===== src/rtl/spi_rd_pkg.sv =====
package spi_rd_pkg;
  localparam logic [7:0] RD_OPCODE = 8'h03;

  typedef enum logic [1:0] {
    ST_IDLE,
    ST_HDR,
    ST_DATA,
    ST_HOLD
  } rd_state_e;

  function automatic logic [1:0] addr_bytes(input logic [1:0] mode);
    case (mode)
      2'd0:    addr_bytes = 2'd1;
      2'd1:    addr_bytes = 2'd2;
      default: addr_bytes = 2'd3;
    endcase
  endfunction

  function automatic logic [23:0] addr_align(input logic [23:0] a, input logic [1:0] mode);
    case (mode)
      2'd0:    addr_align = {a[7:0], 16'h0};
      2'd1:    addr_align = {a[15:0], 8'h0};
      default: addr_align = a;
    endcase
  endfunction
endpackage


===== src/rtl/spi_byte_engine.sv =====
module spi_byte_engine #(
  parameter int unsigned CLK_DIV = 2
) (
  input  logic       clk_i,
  input  logic       rst_ni,
  input  logic       go_i,
  input  logic [7:0] tx_i,
  output logic [7:0] rx_o,
  output logic       done_o,
  output logic       busy_o,
  output logic       sclk_o,
  output logic       mosi_o,
  input  logic       miso_i
);
  localparam int unsigned HC_W = (CLK_DIV > 1) ? $clog2(CLK_DIV) : 1;
  localparam logic [HC_W-1:0] HC_LAST = HC_W'(CLK_DIV - 1);

  logic [HC_W-1:0] half_cnt;
  logic [2:0]      bit_cnt;
  logic [7:0]      sh_tx, sh_rx;
  logic            sclk_q, busy_q, done_q;

  always_ff @(posedge clk_i or negedge rst_ni) begin
    if (!rst_ni) begin
      half_cnt <= '0;
      bit_cnt  <= '0;
      sh_tx    <= '0;
      sh_rx    <= '0;
      sclk_q   <= 1'b0;
      busy_q   <= 1'b0;
      done_q   <= 1'b0;
    end else begin
      done_q <= 1'b0;
      if (!busy_q) begin
        if (go_i) begin
          busy_q   <= 1'b1;
          sh_tx    <= tx_i;
          bit_cnt  <= '0;
          half_cnt <= '0;
          sclk_q   <= 1'b0;
        end
      end else if (half_cnt == HC_LAST) begin
        half_cnt <= '0;
        if (!sclk_q) begin
          sclk_q <= 1'b1;
          sh_rx  <= {sh_rx[6:0], miso_i};
        end else begin
          sclk_q  <= 1'b0;
          sh_tx   <= {sh_tx[6:0], 1'b0};
          bit_cnt <= bit_cnt + 3'd1;
          if (bit_cnt == 3'd7) begin
            busy_q <= 1'b0;
            done_q <= 1'b1;
          end
        end
      end else begin
        half_cnt <= half_cnt + 1'b1;
      end
    end
  end

  assign rx_o   = sh_rx;
  assign done_o = done_q;
  assign busy_o = busy_q;
  assign sclk_o = sclk_q;
  assign mosi_o = sh_tx[7];

  // SCLK only runs inside a byte
  a_r2_sclk_idle: assert property (@(posedge clk_i) disable iff (!rst_ni)
    !busy_q |-> !sclk_q);
  // MOSI moves only while SCLK is low
  a_r2_mosi_setup: assert property (@(posedge clk_i) disable iff (!rst_ni)
    (sclk_q && $past(sclk_q)) |-> $stable(mosi_o));
endmodule


===== src/rtl/spi_rd_ctrl.sv =====
module spi_rd_ctrl #(
  parameter int unsigned CNT_W = 16
) (
  input  logic             clk_i,
  input  logic             rst_ni,
  input  logic             start_i,
  input  logic [23:0]      addr_i,
  input  logic [1:0]       addr_mode_i,
  input  logic [CNT_W-1:0] len_i,
  output logic             busy_o,
  output logic [7:0]       m_data_o,
  output logic             m_valid_o,
  input  logic             m_ready_i,
  output logic             done_o,
  output logic             cs_no,
  output logic             go_o,
  output logic [7:0]       tx_o,
  input  logic             eng_done_i,
  input  logic [7:0]       eng_rx_i
);
  import spi_rd_pkg::*;

  rd_state_e        state;
  logic [CNT_W-1:0] remaining;
  logic [23:0]      addr_sh;
  logic [1:0]       addr_left;

  always_ff @(posedge clk_i or negedge rst_ni) begin
    if (!rst_ni) begin
      state     <= ST_IDLE;
      remaining <= '0;
      addr_sh   <= '0;
      addr_left <= '0;
      m_data_o  <= '0;
      m_valid_o <= 1'b0;
      done_o    <= 1'b0;
      cs_no     <= 1'b1;
      go_o      <= 1'b0;
      tx_o      <= '0;
    end else begin
      go_o   <= 1'b0;
      done_o <= 1'b0;
      unique case (state)
        ST_IDLE: if (start_i) begin
          if (len_i == '0) begin
            done_o <= 1'b1;
          end else begin
            cs_no     <= 1'b0;
            go_o      <= 1'b1;
            tx_o      <= RD_OPCODE;
            remaining <= len_i;
            addr_sh   <= addr_align(addr_i, addr_mode_i);
            addr_left <= addr_bytes(addr_mode_i);
            state     <= ST_HDR;
          end
        end
        ST_HDR: if (eng_done_i) begin
          go_o <= 1'b1;
          if (addr_left != 2'd0) begin
            tx_o      <= addr_sh[23:16];
            addr_sh   <= {addr_sh[15:0], 8'h0};
            addr_left <= addr_left - 2'd1;
          end else begin
            tx_o  <= 8'h00;
            state <= ST_DATA;
          end
        end
        ST_DATA: if (eng_done_i) begin
          m_data_o  <= eng_rx_i;
          m_valid_o <= 1'b1;
          state     <= ST_HOLD;
        end
        ST_HOLD: if (m_ready_i) begin
          m_valid_o <= 1'b0;
          remaining <= remaining - 1'b1;
          if (remaining == CNT_W'(1)) begin
            cs_no  <= 1'b1;
            done_o <= 1'b1;
            state  <= ST_IDLE;
          end else begin
            go_o  <= 1'b1;
            tx_o  <= 8'h00;
            state <= ST_DATA;
          end
        end
        default: state <= ST_IDLE;
      endcase
    end
  end

  assign busy_o = (state != ST_IDLE);

  a_r8_hold_stable: assert property (@(posedge clk_i) disable iff (!rst_ni)
    (m_valid_o && !m_ready_i) |=> (m_valid_o && $stable(m_data_o)));
  a_r9_done_release: assert property (@(posedge clk_i) disable iff (!rst_ni)
    done_o |-> (cs_no && !busy_o));
  a_r10_no_restart: assert property (@(posedge clk_i) disable iff (!rst_ni)
    (busy_o && !(state == ST_HOLD && m_ready_i)) |=> busy_o);
  a_r8_no_go_stalled: assert property (@(posedge clk_i) disable iff (!rst_ni)
    m_valid_o |-> !go_o);
endmodule


===== src/rtl/spi_mem_reader.sv =====
module spi_mem_reader #(
  parameter int unsigned CLK_DIV = 2,
  parameter int unsigned CNT_W   = 16
) (
  input  logic             clk_i,
  input  logic             rst_ni,
  input  logic             start_i,
  input  logic [23:0]      addr_i,
  input  logic [1:0]       addr_mode_i,
  input  logic [CNT_W-1:0] len_i,
  output logic             busy_o,
  output logic [7:0]       m_data_o,
  output logic             m_valid_o,
  input  logic             m_ready_i,
  output logic             done_o,
  output logic             sclk_o,
  output logic             cs_no,
  output logic             mosi_o,
  input  logic             miso_i
);
  logic       go, eng_done, eng_busy;
  logic [7:0] tx, rx;

  spi_rd_ctrl #(.CNT_W(CNT_W)) u_ctrl (
    .clk_i, .rst_ni, .start_i, .addr_i, .addr_mode_i, .len_i,
    .busy_o, .m_data_o, .m_valid_o, .m_ready_i, .done_o, .cs_no,
    .go_o(go), .tx_o(tx), .eng_done_i(eng_done), .eng_rx_i(rx)
  );

  spi_byte_engine #(.CLK_DIV(CLK_DIV)) u_eng (
    .clk_i, .rst_ni, .go_i(go), .tx_i(tx), .rx_o(rx), .done_o(eng_done),
    .busy_o(eng_busy), .sclk_o, .mosi_o, .miso_i
  );

  // no clock edge without the chip selected
  a_r7_cs_frames_sclk: assert property (@(posedge clk_i) disable iff (!rst_ni)
    cs_no |-> (!sclk_o && !eng_busy));
  // serial clock parked while a byte waits
  a_r8_sclk_parked: assert property (@(posedge clk_i) disable iff (!rst_ni)
    m_valid_o |-> (!sclk_o && !eng_busy));
endmodule


===== config.mk =====
export PLATFORM = sky130hd
export DESIGN_NAME = spi_mem_reader
export DESIGN_NICKNAME = d
export VERILOG_FILES = /design/src/rtl/spi_rd_pkg.sv /design/src/rtl/spi_byte_engine.sv /design/src/rtl/spi_rd_ctrl.sv /design/src/rtl/spi_mem_reader.sv
export SDC_FILE = /design/constraint.sdc
export NUM_CORES = 1
export LEC_CHECK = 0
export ABC_AREA = 1
export BUFFER_PORTS_ARGS = -buffer_cell sky130_fd_sc_hd__buf_2
export CAP_MARGIN = 0
export CORE_MARGIN = 3
export CORE_UTILIZATION = 35
export DETAILED_ROUTE_END_ITERATION = 6
export PLACE_DENSITY = 0.63
export SLEW_MARGIN = 20
export SYNTH_ARGS = -nofsm -noshare
export SYNTH_HDL_FRONTEND = slang
export SYNTH_SLANG_ARGS = --single-unit

===== constraint.sdc =====
create_clock -name clk_i -period 3.2 [get_ports clk_i]
set_clock_uncertainty 0.2 [all_clocks]
set_input_delay 0.64 -clock clk_i [delete_from_list [all_inputs] [get_ports clk_i]]
set_output_delay 0.64 -clock clk_i [all_outputs]
set_load 0.02 [all_outputs]

==> impl_results.md <==
- Adder and majority cell fraction of the synthesized area: between 2 and 3%
- Maximum number of pins on one net before global-route repair: 43
- Setup Buffers After CTS: 0
- Synth Area per Inst: a little over 7 um^2
- Core footprint: about 14000 um^2
- Post-synthesis compound-gate area fraction: under 10%
- Number of max-slew violations in the final report: 0
- Overall die width: 125 um
- Worst Tran Pin Value: between 0.9 and 1 ns
- Post-CTS Hold Buffers: 0
- Layout overhead on the synthesized area: 14.8%
- Pwr Total: approximately 5.6 mW
- Multi-input logic area: 2430 um^2
- Number of endpoints with negative hold slack in the final report: 0
- Skew-Pair Late Insertion Delay: ~0.34 ns
- Most frequent cell after synthesis: nand2_1
- Cell Area, Placed: approximately 5400 um^2
- Remaining global-route overflow: 0
- Total via count in the routed design: around 4300
- Final non-filler cell area: between 5000 and 6000 um^2
- RSZ-0062 raised after global routing: no
- Post-synthesis cell type with the largest combined area: dfrtp_1
- Peak VDD IR: 332 uV
- Fill cells: 1432
- Number of cells on the worst reg-to-reg path: 8
- Detailed-route wire length: between 10 and 15 mm
- Yosys warnings: 0
- CP max stage cell: nor2_2
- Total clock buffers created by CTS: 9
- Cell at the root of the clock tree: clkbuf_16
- Via count of the first global-routing pass: roughly 3900
- CTS max path bufs: 2
- Post-route insts no fill: slightly above 900
- Crit path kind: register to register
- Cells along the critical path: inv_1 -> ha_1 -> nand3_1 -> nand2_1 -> nor2_2 -> inv_1 -> nand2_1 -> nand2_1
- Global-route wire length before repair: between 15 and 20 mm
- Setup-failing EPs final: 0
- DP Worst Slack: between 0.4 and 0.5 ns
- Placement row count: 42
- Most used flip-flop cell after synthesis: dfrtp_1
- Gate Count Post-Synth: between 600 and 700
- Height of the die: around 130 um
- # DRC: 0
- Iteration count of the initial detailed-routing pass: 6
- Seq cells post-synth: 87
- Fraction of final layout cells with drive strength greater than 1: 16.1%
- Clock tree from TritonCTS: done
- Register area: 2180 um^2
- Average wire per cell in the routed design: 12.0 um
- Top achievable clock speed: 0.375 GHz
- Total Nets Final: slightly below 800
- Path type of the worst min-delay path: input pin to async pin
- Number of ports placed on the die boundary: just over 60
- PortBufs: 60
- Largest stage delay on the critical path: 0.71 ns
- Setup TNS: 0 ns
- Count of flip-flops with a built-in enable after synthesis: 0
- Diode count: 0
- Mux share of post-synthesis cell area: less than 1%
- Run status: finished clean
- Max-cap check violation count: 0
- Critical path data arrival time: around 2.7 ns
- Element type at the critical path start: register
- Total Die Area: roughly 16000 um^2
- Net Count, Synth: 740
- Clock net sink count: 87
- Post-synthesis instance area: between 4000 and 5000 um^2
- Number of antenna violations at the first check in global routing: 0
- Routed via count divided by cell count: about 4.7
- Power per cell area: slightly below 1000 nW/um^2
- CP dominant cell by count: nand2_1
- Part of the cycle the worst path needs: a little over four fifths
- Max_slew headroom: 37.5%
- Proportion of synthesized flip-flops having asynchronous set or reset: 100%
- Part of the Yosys area used for sequential elements: between 40% and 50%
- Starting Density: between 30% and 40%
- Biggest area contributors in the synthesized netlist: dfrtp_1, nand2_1, nand3_1
- Routability Congestion: 0.816
- CTS-repair resized insts: 0
- Post-placement cell count: approximately 900
- Minimum clock period after layout: roughly 2.7 ns
- Post-synthesis simple-gate area fraction: between 30% and 40%
- Final worst-path setup slack: 0.533 ns
- Sum of net half-perimeters after detailed placement: roughly 8 mm
- Clock-pin slew on the worst setup and hold paths: 0.06 ns
- Leakage power total: 2.92 nW
- Overall global routing resource usage: between 10 and 15%
- Endpoint type of the worst setup path: register
- Number of levels the H-tree was split into: 3
- Data required time of the worst path: approximately 3.2 ns
- Area share of xor/xnor cells in the synthesized design: 0%
- Share of the synthesized area in the top cell type: between 40 and 50%
- Crit-path max FO: 25
- Remaining number of nets flagged by the antenna check after routing: 0
- Starting DRC count in detailed routing: about 230
- Main combinational cell family by area after synthesis: simple AND/OR/NAND/NOR gates
- Top cells by instance count after synthesis: nand2_1, dfrtp_1, nand3_1, nor2_1, inv_1
- Number of unique standard cell types used by synthesis: 29
## layout by cell type, fill, tap and decap left out, types with 2 or more instances in the layout
master	netlist	final
nand2_1	252	252
dfrtp_1	86	86
nand3_1	65	65
buf_2	13	59
nor2_1	56	56
inv_1	45	45
o21ai_0	44	44
nand3b_1	21	21
nand2_2	18	18
a21oi_1	14	14
ha_1	11	11
a31oi_1	10	10
clkbuf_16	0	9
buf_4	3	9
o21ai_1	8	8
nor2_2	6	6
inv_2	4	4
nand4_1	3	3
clkbuf_8	0	3
clkinv_2	0	2
## path summary, 6_finish.rpt
| kind | from | to | slack, ns |
|---|---|---|---|
| worst min register to register | u_ctrl.cs_no | u_ctrl.cs_no | 0.26 |
| worst max-delay path | u_ctrl.state[0] | u_ctrl.remaining[4] | 0.53 |
| worst min-delay path | rst_ni | u_ctrl.addr_sh[0] | 0.07 |
| max in group asynchronous | rst_ni | u_ctrl.cs_no | 2.03 |
| min in group clk_i | u_ctrl.cs_no | u_ctrl.cs_no | 0.26 |
| worst max register to register | u_ctrl.state[0] | u_ctrl.remaining[4] | 0.53 |
## layout make-up
type | instances | area share (%)
multi-input combinational | 517 | 42.7
sequential | 87 | 38.2
timing repair buffer | 68 | 6.37
clock buffer | 13 | 4.74
tap | 176 | 3.87
inverter | 50 | 3.34
clock inverter | 3 | 0.703
## kinds of logic (layout without fill, tap and decap cells)
| kind of cell | count (synthesis) | count (layout) |
|---|---|---|
| flip-flops | 87 | 87 |
| AO/OA/AOI/OAI | 78 | 78 |
| multiplexers | 1 | 1 |
| adder cells (fa/ha/maj) | 11 | 11 |
| AND/OR/NAND/NOR | 427 | 427 |
| buffers and inverters | 78 | 134 |
## worst max-delay path, delay by kind of cell, from the launching register on
family	cells	cell delay (ns)
flops	1	0.42
simple gates	5	1.16
buf+inv	2	0.46
fa+ha+maj	1	0.31
## registers in the layout (all words and copies together) (netlist names)
name and cells:
u_eng.rx_o 8, u_ctrl.addr_sh 24, u_ctrl.m_data_o 8, u_eng.half_cnt 1
u_ctrl.m_valid_o 1, u_ctrl.tx_o 8, u_ctrl.go_o 1, u_eng.sclk_o 1
u_eng.sh_tx 8, u_ctrl.cs_no 1, u_eng.bit_cnt 3, u_ctrl.state 2
u_eng.done_o 1, u_ctrl.remaining 16, u_ctrl.done_o 1, u_ctrl.addr_left 2
u_eng.busy_o 1
## metrics by stage
step / hold slack [ns] / util (%)
floorplan: 0.144 / -
global placement: 0.248 / 39.7
detailed placement: 0.257 / 39.7
CTS: 0.0889 / 42.0
global route: 0.113 / 42.0
finish: 0.0740 / 42.0
## routing by layer
layer  GRT usage, %  wire [um]  up-vias
li1               -          -     2284
met2           22.4       5080       84
met3           2.69        375        8
met4           4.40        106        0
met5              0          0        -
met1           20.7       5380     1925
## power by group
part / switching, mW / internal (mW)
logic: 1.76 / 0.860
registers: 0.330 / 1.58
clock network: 0.420 / 0.667
No activity file was read; power rests on OpenSTA's default activity.
